==> src/rtl/bfe_pkg.sv <==
package bfe_pkg;

    localparam int NUM_BYTES = 3;
    localparam int OPC_W     = 18;
    localparam int BYTE_W    = 8;
    localparam int IDX_W     = $clog2(NUM_BYTES);

    typedef enum logic [2:0] {
        ST_IDLE    = 3'd0,
        ST_ISSUE   = 3'd1,
        ST_WAIT    = 3'd2,
        ST_CAPTURE = 3'd3,
        ST_ADVANCE = 3'd4
    } bfe_state_e;

endpackage

==> src/rtl/bfe_ctrl_fsm.sv <==
module bfe_ctrl_fsm
    import bfe_pkg::*;
(
    input  logic clk_i,
    input  logic rst_i,
    input  logic req_i,
    input  logic ack_i,
    input  logic last_byte_i,
    output logic cyc_o,
    output logic stb_o,
    output logic accept_o,
    output logic hold_en_o,
    output logic slot_wr_o,
    output logic byte_adv_o,
    output logic done_o
);

    bfe_state_e state_q, state_d;

    // next-state decode
    always_comb begin
        state_d = state_q;
        unique case (state_q)
            ST_IDLE:    state_d = req_i ? ST_ISSUE : ST_IDLE;
            ST_ISSUE:   state_d = ST_WAIT;
            ST_WAIT:    state_d = ack_i ? ST_CAPTURE : ST_WAIT;
            ST_CAPTURE: state_d = ST_ADVANCE;
            ST_ADVANCE: state_d = last_byte_i ? ST_IDLE : ST_ISSUE;
            default:    state_d = ST_IDLE;
        endcase
    end

    // state register
    always_ff @(posedge clk_i) begin
        if (rst_i) state_q <= ST_IDLE;
        else       state_q <= state_d;
    end

    // outputs
    always_comb begin
        cyc_o      = 1'b0;
        stb_o      = 1'b0;
        accept_o   = 1'b0;
        hold_en_o  = 1'b0;
        slot_wr_o  = 1'b0;
        byte_adv_o = 1'b0;
        done_o     = 1'b0;
        unique case (state_q)
            ST_IDLE:    accept_o = req_i;
            ST_ISSUE: begin
                cyc_o = 1'b1;
                stb_o = 1'b1;
            end
            ST_WAIT: begin
                cyc_o     = 1'b1;
                hold_en_o = ack_i;
            end
            ST_CAPTURE: slot_wr_o = 1'b1;
            ST_ADVANCE: begin
                byte_adv_o = !last_byte_i;
                done_o     = last_byte_i;
            end
            default: ;
        endcase
    end

    AST_STB_FIRST_ONLY: assert property (@(posedge clk_i) disable iff (rst_i)
        stb_o |=> !stb_o);
    AST_CYC_HELD: assert property (@(posedge clk_i) disable iff (rst_i)
        (cyc_o && !ack_i) |=> cyc_o);
    AST_CYC_RELEASE: assert property (@(posedge clk_i) disable iff (rst_i)
        (cyc_o && !stb_o && ack_i) |=> !cyc_o);

endmodule

==> src/rtl/bfe_addr_gen.sv <==
module bfe_addr_gen
    import bfe_pkg::*;
#(
    parameter int PC_W  = 8,
    parameter int ADR_W = 32
) (
    input  logic             clk_i,
    input  logic             rst_i,
    input  logic             accept_i,
    input  logic [PC_W-1:0]  pc_i,
    input  logic             byte_adv_i,
    output logic [IDX_W-1:0] idx_o,
    output logic             last_o,
    output logic [ADR_W-1:0] adr_o
);

    localparam int WORD_SHIFT = 2;

    logic [PC_W-1:0]  pc_q;
    logic [IDX_W-1:0] idx_q;

    always_ff @(posedge clk_i) begin
        if (rst_i) begin
            pc_q  <= '0;
            idx_q <= '0;
        end else if (accept_i) begin
            pc_q  <= pc_i;
            idx_q <= '0;
        end else if (byte_adv_i) begin
            idx_q <= idx_q + 1'b1;
        end
    end

    assign idx_o  = idx_q;
    assign last_o = (idx_q == IDX_W'(NUM_BYTES - 1));
    assign adr_o  = (ADR_W'(pc_q) << WORD_SHIFT) + ADR_W'(idx_q);

endmodule

==> src/rtl/bfe_opcode_packer.sv <==
module bfe_opcode_packer
    import bfe_pkg::*;
(
    input  logic              clk_i,
    input  logic              rst_i,
    input  logic              hold_en_i,
    input  logic [BYTE_W-1:0] dat_i,
    input  logic              slot_wr_i,
    input  logic [IDX_W-1:0]  idx_i,
    input  logic              done_i,
    output logic [OPC_W-1:0]  opcode_o,
    output logic              valid_o
);

    logic [BYTE_W-1:0] hold_q;
    logic [OPC_W-1:0]  asm_w;
    logic [OPC_W-1:0]  opc_q;
    logic              vld_q;

    always_ff @(posedge clk_i) begin
        if (rst_i)          hold_q <= '0;
        else if (hold_en_i) hold_q <= dat_i;
    end

    for (genvar k = 0; k < NUM_BYTES; k++) begin : g_slot
        localparam int LO = k * BYTE_W;
        localparam int W  = ((OPC_W - LO) < BYTE_W) ? (OPC_W - LO) : BYTE_W;
        logic [W-1:0] part_q;
        always_ff @(posedge clk_i) begin
            if (rst_i)
                part_q <= '0;
            else if (slot_wr_i && (idx_i == IDX_W'(k)))
                part_q <= hold_q[W-1:0];
        end
        assign asm_w[LO +: W] = part_q;
    end

    always_ff @(posedge clk_i) begin
        if (rst_i) begin
            opc_q <= '0;
            vld_q <= 1'b0;
        end else begin
            vld_q <= done_i;
            if (done_i) opc_q <= asm_w;
        end
    end

    assign opcode_o = opc_q;
    assign valid_o  = vld_q;

    AST_VALID_PULSE: assert property (@(posedge clk_i) disable iff (rst_i)
        valid_o |=> !valid_o);

endmodule

==> src/rtl/bfe_fetch_top.sv <==
module bfe_fetch_top
    import bfe_pkg::*;
#(
    parameter int DEPTH = 256,
    localparam int PC_W = $clog2(DEPTH),
    localparam int ADR_W = 32
) (
    input  logic              clk_i,
    input  logic              rst_i,
    input  logic              fetch_req_i,
    input  logic [PC_W-1:0]   fetch_pc_i,
    output logic [OPC_W-1:0]  opcode_o,
    output logic              opcode_vld_o,
    output logic              bus_cyc_o,
    output logic              bus_stb_o,
    output logic [1:0]        bus_cti_o,
    output logic [2:0]        bus_bte_o,
    output logic [ADR_W-1:0]  bus_adr_o,
    output logic              bus_we_o,
    output logic [3:0]        bus_sel_o,
    output logic [BYTE_W-1:0] bus_dat_o,
    output logic              bus_lock_o,
    input  logic              bus_ack_i,
    input  logic              bus_err_i,
    input  logic              bus_rty_i,
    input  logic [BYTE_W-1:0] bus_dat_i
);

    logic             accept, hold_en, slot_wr, byte_adv, done, last_byte;
    logic [IDX_W-1:0] idx;

    bfe_ctrl_fsm u_fsm (
        .clk_i       (clk_i),
        .rst_i       (rst_i),
        .req_i       (fetch_req_i),
        .ack_i       (bus_ack_i),
        .last_byte_i (last_byte),
        .cyc_o       (bus_cyc_o),
        .stb_o       (bus_stb_o),
        .accept_o    (accept),
        .hold_en_o   (hold_en),
        .slot_wr_o   (slot_wr),
        .byte_adv_o  (byte_adv),
        .done_o      (done)
    );

    bfe_addr_gen #(.PC_W(PC_W), .ADR_W(ADR_W)) u_adr (
        .clk_i      (clk_i),
        .rst_i      (rst_i),
        .accept_i   (accept),
        .pc_i       (fetch_pc_i),
        .byte_adv_i (byte_adv),
        .idx_o      (idx),
        .last_o     (last_byte),
        .adr_o      (bus_adr_o)
    );

    bfe_opcode_packer u_pack (
        .clk_i     (clk_i),
        .rst_i     (rst_i),
        .hold_en_i (hold_en),
        .dat_i     (bus_dat_i),
        .slot_wr_i (slot_wr),
        .idx_i     (idx),
        .done_i    (done),
        .opcode_o  (opcode_o),
        .valid_o   (opcode_vld_o)
    );

    // fixed single-read signalling
    assign bus_cti_o  = 2'b00;
    assign bus_bte_o  = 3'b000;
    assign bus_we_o   = 1'b0;
    assign bus_sel_o  = 4'b1111;
    assign bus_dat_o  = '0;
    assign bus_lock_o = 1'b0;

    logic unused_bus_in;
    assign unused_bus_in = bus_err_i ^ bus_rty_i;

    AST_ADR_STEADY: assert property (@(posedge clk_i) disable iff (rst_i)
        (bus_cyc_o && !bus_ack_i) |=> $stable(bus_adr_o));
    AST_NO_VALID_MIDBUS: assert property (@(posedge clk_i) disable iff (rst_i)
        bus_cyc_o |-> !opcode_vld_o);

endmodule

==> config.mk <==
export PLATFORM = sky130hd
export DESIGN_NAME = bfe_fetch_top
export DESIGN_NICKNAME = d
export VERILOG_FILES = /design/src/rtl/bfe_pkg.sv /design/src/rtl/bfe_ctrl_fsm.sv /design/src/rtl/bfe_addr_gen.sv /design/src/rtl/bfe_opcode_packer.sv /design/src/rtl/bfe_fetch_top.sv
export SDC_FILE = /design/constraint.sdc
export NUM_CORES = 1
export LEC_CHECK = 0
export ABC_AREA = 1
export BUFFER_PORTS_ARGS = -buffer_cell sky130_fd_sc_hd__buf_2
export CORE_UTILIZATION = 40
export CTS_CLUSTER_SIZE = 30
export DETAILED_ROUTE_END_ITERATION = 6
export GPL_TIMING_DRIVEN = 0
export PLACE_DENSITY_LB_ADDON = 0.25
export SYNTH_ARGS = -nofsm -noshare
export SYNTH_HDL_FRONTEND = slang
export SYNTH_SLANG_ARGS = --single-unit
==> constraint.sdc <==
create_clock -name clk_i -period 1.2 [get_ports clk_i]
set_input_delay 0.12 -clock clk_i [delete_from_list [all_inputs] [get_ports clk_i]]
set_output_delay 0.12 -clock clk_i [all_outputs]
set_load 0.02 [all_outputs]
# After elaboration in Yosys (flattened, before gate mapping)
# Cells that the tools add are included.
dict set report op_classes {
  bitwise 0
  mux 11
  div_mod_pow 0
  add_sub_neg 2
  n_lt_le_gt_ge 0
  n_eq_ne 6
  mul 0
  shift 0
  n_reduce_logical 8
}
# cell count
set op_table {}
lappend op_table {{3-bit one-hot mux with 5 select lines} 1}
lappend op_table {{10-bit by 2-bit adder with 11-bit output} 1}
lappend op_table {{1-bit 2-to-1 mux} 10}
lappend op_table {{3-bit by 2-bit == test with 1-bit output (second input constant)} 2}
lappend op_table {{2-bit OR reduction} 2}
lappend op_table {{3-bit by 1-bit == test with 1-bit output (second input constant)} 1}
lappend op_table {{3-bit == test (second input constant)} 1}
lappend op_table {{1-bit logical AND} 3}
lappend op_table {{3-bit zero test} 1}
lappend op_table {{2-bit by 1-bit adder with 2-bit output (second input constant)} 1}
lappend op_table {{2-bit by 1-bit == test with 1-bit output (second input constant)} 1}
lappend op_table {{2-bit == test (second input constant)} 1}
lappend op_table {{2-bit zero test} 1}
lappend op_table {{1-bit zero test} 1}
dict set report word_totals {
  word_cells 36
  output_inout_bits 72
  latch_bits 0
  regBits 58
  mem_bits_rw 0
  rom_bits 0
  inputBits 22
  mem_count 0
}

# Longest topological paths before layout
dict set report logic_depth {
  ltp_word 3
  depth_mapped 7
  ltp_nobuf 7
}

# By module
# A second synthesis with hierarchy kept.
dict set report hier_totals {
  cells_unflattened 353
  hier_area_um2 2611.3
}
# module seq_area_each_um2 cells_each instances area_per_inst_um2
set by_module_without_submodules {}
lappend by_module_without_submodules {bfe_opcode_packer 900.9 216 1 1672.9}
lappend by_module_without_submodules {bfe_addr_gen 200.2 89 1 619.3}
lappend by_module_without_submodules {bfe_ctrl_fsm 60.1 27 1 168.9}
lappend by_module_without_submodules {bfe_fetch_top 0.0 21 1 150.1}

# Worst setup path before layout
# Ideal clock, no wire load.
dict set report synth_path {
  path_type {reg-to-reg}
  startpoint {register u_adr.idx_q[0] (netlist: u_adr.idx_o[0])}
  endpoint {register u_pack.opc_q[4] (netlist: u_pack.opcode_o[4])}
  setup_time_ns 0.132
  setup_slack_ns -0.214
  required_time_ns 1.068
  synth_period_minus_slack_ns 1.414
  path_stages_with_launch 7
  n_path_buf 2
  t_arrival_ns 1.282
  cell_sequence {dfxtp_1 -> inv_1 -> ha_1 -> buf_2 -> buf_2 -> nand4_1 -> a21oi_1}
}
dict set report synth_via {
  elab_chain_len 2
}
# element line
set synth_lines {}
lappend synth_lines {{start: declaration} bfe_addr_gen.sv:20} ;# logic [IDX_W-1:0] idx_q;
lappend synth_lines {{start signal: assignment} bfe_addr_gen.sv:30} ;# idx_q <= idx_q + 1'b1;
lappend synth_lines {{2-bit == test} bfe_addr_gen.sv:35} ;# assign last_o = (idx_q == IDX_W'(NUM_BYTES - 1));
lappend synth_lines {{1-bit 2-to-1 mux} bfe_ctrl_fsm.sv:48} ;# unique case (state_q)
lappend synth_lines {{end signal: assignment} bfe_opcode_packer.sv:44} ;# if (done_i) opc_q <= asm_w;
lappend synth_lines {{end: declaration} bfe_opcode_packer.sv:17} ;# logic [OPC_W-1:0] opc_q;
# Every way passes these cells.
# A chain may end at the register's enable or synchronous reset.

# Worst setup path in the final report
dict set report layout_path {
  startpoint {register u_fsm.state_q[2]}
  endpoint {output port bus_cyc_o}
}
dict set report layout_via {
  elab_chain_len 3
  elab_cells_between_ends 4
  classes_between {2 x eq/ne; 1 x mux; 1 x reduce/logical}
}
# element line
set layout_lines {}
lappend layout_lines {{start: declaration} bfe_ctrl_fsm.sv:18} ;# bfe_state_e state_q, state_d;
lappend layout_lines {{start signal: assignment} bfe_ctrl_fsm.sv:36} ;# else state_q <= state_d;
lappend layout_lines {{3-bit by 1-bit == test with 1-bit output / 3-bit by 2-bit == test with 1-bit output (equally long branches)} bfe_ctrl_fsm.sv:48}
lappend layout_lines {{2-bit OR reduction (no line) *} --}
lappend layout_lines {{1-bit 2-to-1 mux *} bfe_ctrl_fsm.sv:48}
lappend layout_lines {{end: declaration} bfe_fetch_top.sv:14} ;# output logic bus_cyc_o,
# Mark *: on every way between the ends. The rest lies on a longest branch, timed or not.

==> flow_summary.ini <==
[layout]
instances_no_fill = 570
diodes = 0
final_layout_size_suffix_gt1_share_pct = 36.9
area_delta_synth_final_pct = 44.5
fill_cells = 560
finalNetCount = 513

[floorplanning]
fp.dieW_um = 84.5
start_util_pct = 42.2
die_area_um2 = 7140
core_area_um2 = 6460
std_cell_rows = 29
ioPinCount = 94
fp.dieH_um = 84.5

[clock_network]
clock-sinks = 58
cts-htree-levels = 3
numCtsBuffers = 9
cts.path.max_buffers = 2
root_buffer = clkbuf_8
clk_latency_ps = 340
clk_pin_slew_ps = 70
cts_tree = yes

[setup_path]
slowest_stage = dfxtp_4
start_kind = register
cp_max_fo = 8
cp-end-kind = primary output
rrSetupSlack_ps = -60
arrival_ps = 1160
path_cells = inv_4 -> nand2_4 -> o21ai_2 -> buf_6
slowest_delay_ps = 400
worst_ep_required_time_ps = 1080
crit_type = reg -> out

[power]
peakVddDrop_v = 0.000631
power_leakage_uw = 0.00198
powerDensity_nw_per_um2 = 1280

[logic_synthesis]
ys_types = 22
syn_inst = 368
syn_area_per_cell_um2 = 7.40
yosys.area_share.simple_pct = 29.9
synth_compound_area_share_pct = 5.33
synth_mux_area_share_pct = 0
synth_top_family_by_area = simple AND/OR/NAND/NOR gates
synth_xor_area_share_pct = 0
synth_area_um2 = 2720
ys_ff_latch = 58
yosys.area_share.adder_pct = 1.38
synth-seq-area-share_pct = 42.6
yosys_warnings = 0

[place]
io_buffers = 49
post-dp-hpwl_um = 4180
place_congestion = 0.764
pre_cts_ws_ps = -143
dp_cells = 533

[timing]
relSlewSlack_pct = 65.1
fin_crit_sh_pct = 107
clock.fmax_ghz = 0.782
clock_skew_ps = 5.44
hold_viol = 0
tightest_slew_ps = 523
rsz0062_at_grt = true
slew_viol_final = 0
setup_viol_count_final = 13
post-route-min-period_ps = 1280
layout_setup_ws_ps = -78.3

[outcome]
violations = DRC, setup timing
status = finished with violations

[drt]
drtAntennaViolNets = 0
drc = 10
drt_iter0_drc = 162
num_vias = 2630
routed_via_density = 4.61
dr.pass1.iters = 7
wl_per_cell_um = 12.4
wl_um = 7070

[global_routing]
grt_pass1_wl_um = 9740
grt_max_degree = 20
track_usage_pct = 17.6
globalRouteOverflowTotal = 0
antenna_found_initial = 0
grt_pass1_vias = 2127

[job]
drv_cap = 0

[hold_path]
min_path_type = in -> reg
==> worst paths after layout <==
check | start | end | depth (start not counted)
setup / recovery | u_fsm.state_q[2] | bus_cyc_o | 4
hold / removal | fetch_pc_i[0] | u_adr.pc_q[0] | 3
setup reg to reg | u_adr.idx_o[0] | u_pack.opcode_o[3] | 6
hold reg to reg | u_pack.opcode_o[17] | u_pack.opcode_o[17] | 2
==> layout by cell type (no fill, tap or decap), types with 2 or more instances in the layout <==
cell	count
buf_4	53
nand2_2	5
nand3_1	5
clkbuf_1	4
clkbuf_2	3
nor2_1	51
a21oi_1	24
nand3_4	4
nand2_4	5
dfxtp_1	53
nor2_4	3
nand2_1	70
buf_8	4
a21oi_2	4
bufinv_16	2
clkbuf_16	4
inv_4	2
nand4_1	28
inv_1	32
dfxtp_4	5
clkbuf_8	11
conb_1	41
buf_6	9
nand3_2	5
buf_2	47
nor2_2	8
==> layout make-up <==
| cell class | instances | area (um2) | area share, % |
|---|---|---|---|
| plain buffers | 56 | 447 | 11.4 |
| clock buffers | 13 | 180 | 4.58 |
| clock inverters | 3 | 67.6 | 1.72 |
| inverters | 36 | 145 | 3.69 |
| multi-input cells | 259 | 1340 | 34.1 |
| flip-flops and latches | 58 | 1180 | 30.0 |
| well taps | 77 | 96.3 | 2.45 |
| repair buffers | 68 | 477 | 12.1 |
==> metal layers <==
layer  track usage [%]  routed length [um]  part of all wire [%]
met3              3.15                 496                   7.0
met1              21.2                3050                    43
met5                 0                   0                     0
met2              29.3                3310                    47
met4              10.5                 219                   3.1
==> cells by family (layout without fill, tap and decap cells) <==
| logic type | Yosys count | after routing |
|---|---|---|
| buf+inv | 94 | 176 |
| flops | 58 | 58 |
| fa+ha+maj | 3 | 3 |
| other cells | 2 | 41 |
| simple gates | 182 | 186 |
| compound gates | 29 | 29 |
==> sequential cells by signal, summed over array words and instances, names as in the netlist <==
signal,flops
u_adr.idx_o,2
u_adr.pc_q,8
u_fsm.state_q,3
u_pack.g_slot.part_q,18
u_pack.hold_q,8
u_pack.opcode_o,18
u_pack.valid_o,1
==> Yosys cell counts <==
cell type / count / area share [%]
nand3_1: 10 / 1.8
dfxtp_1: 58 / 43
nand2_1: 76 / 10
nand4_1: 28 / 6.4
nor2_2: 3 / 0.69
a21oi_1: 28 / 5.1
buf_4: 43 / 12
conb_1: 2 / 0.28
inv_1: 34 / 4.7
nor2_4: 1 / 0.41
nor3_1: 1 / 0.18
buf_6: 5 / 2.1
ha_1: 3 / 1.4
nand3_2: 1 / 0.37
clkinv_1: 2 / 0.28
clkbuf_1: 5 / 0.69
buf_2: 4 / 0.74
nand2_4: 3 / 1.2
nand2_2: 1 / 0.23
nor2_1: 58 / 8.0
clkbuf_2: 1 / 0.18
o21ai_0: 1 / 0.18
==> power breakdown <==
| part | switching [uW] | internal, uW |
|---|---|---|
| sequential | 55.8 | 1970 |
| clock | 789 | 1410 |
| combinational | 473 | 351 |
==> worst max-delay path, delay by kind of cell (launching register included) <==
family / cells / cell delay (ps)
DFF: 1 / 400
buffers and inverters: 2 / 220
AOI/OAI and AO/OA: 1 / 150
and+or+nand+nor: 1 / 50
==> through the flow <==
step	area, um2	hold WS, ps	util (%)	TNS (ps)	total power, uW
finish	3930	24.1	60.9	-447	5050
global route	3930	35.5	60.9	-2660	5220
CTS	3550	34.4	55.0	-1080	4880
detailed placement	3230	402	50.1	-3760	2680
global placement	3230	395	50.1	-2340	2670
floorplan	2890	285	-	0	2540
==> timing repair <==
| item | 4_1_cts | 5_1_grt |
|---|---|---|
| hold buffers | 0 | 0 |
| buffers inserted | 3 | 13 |
| resized for setup | 18 | 48 |
| pin swaps | 2 | 30 |
| setup endpoints to repair | 56 | 55 |
| gates cloned | 0 | 7 |
No activity file was read; power rests on OpenSTA's default activity.
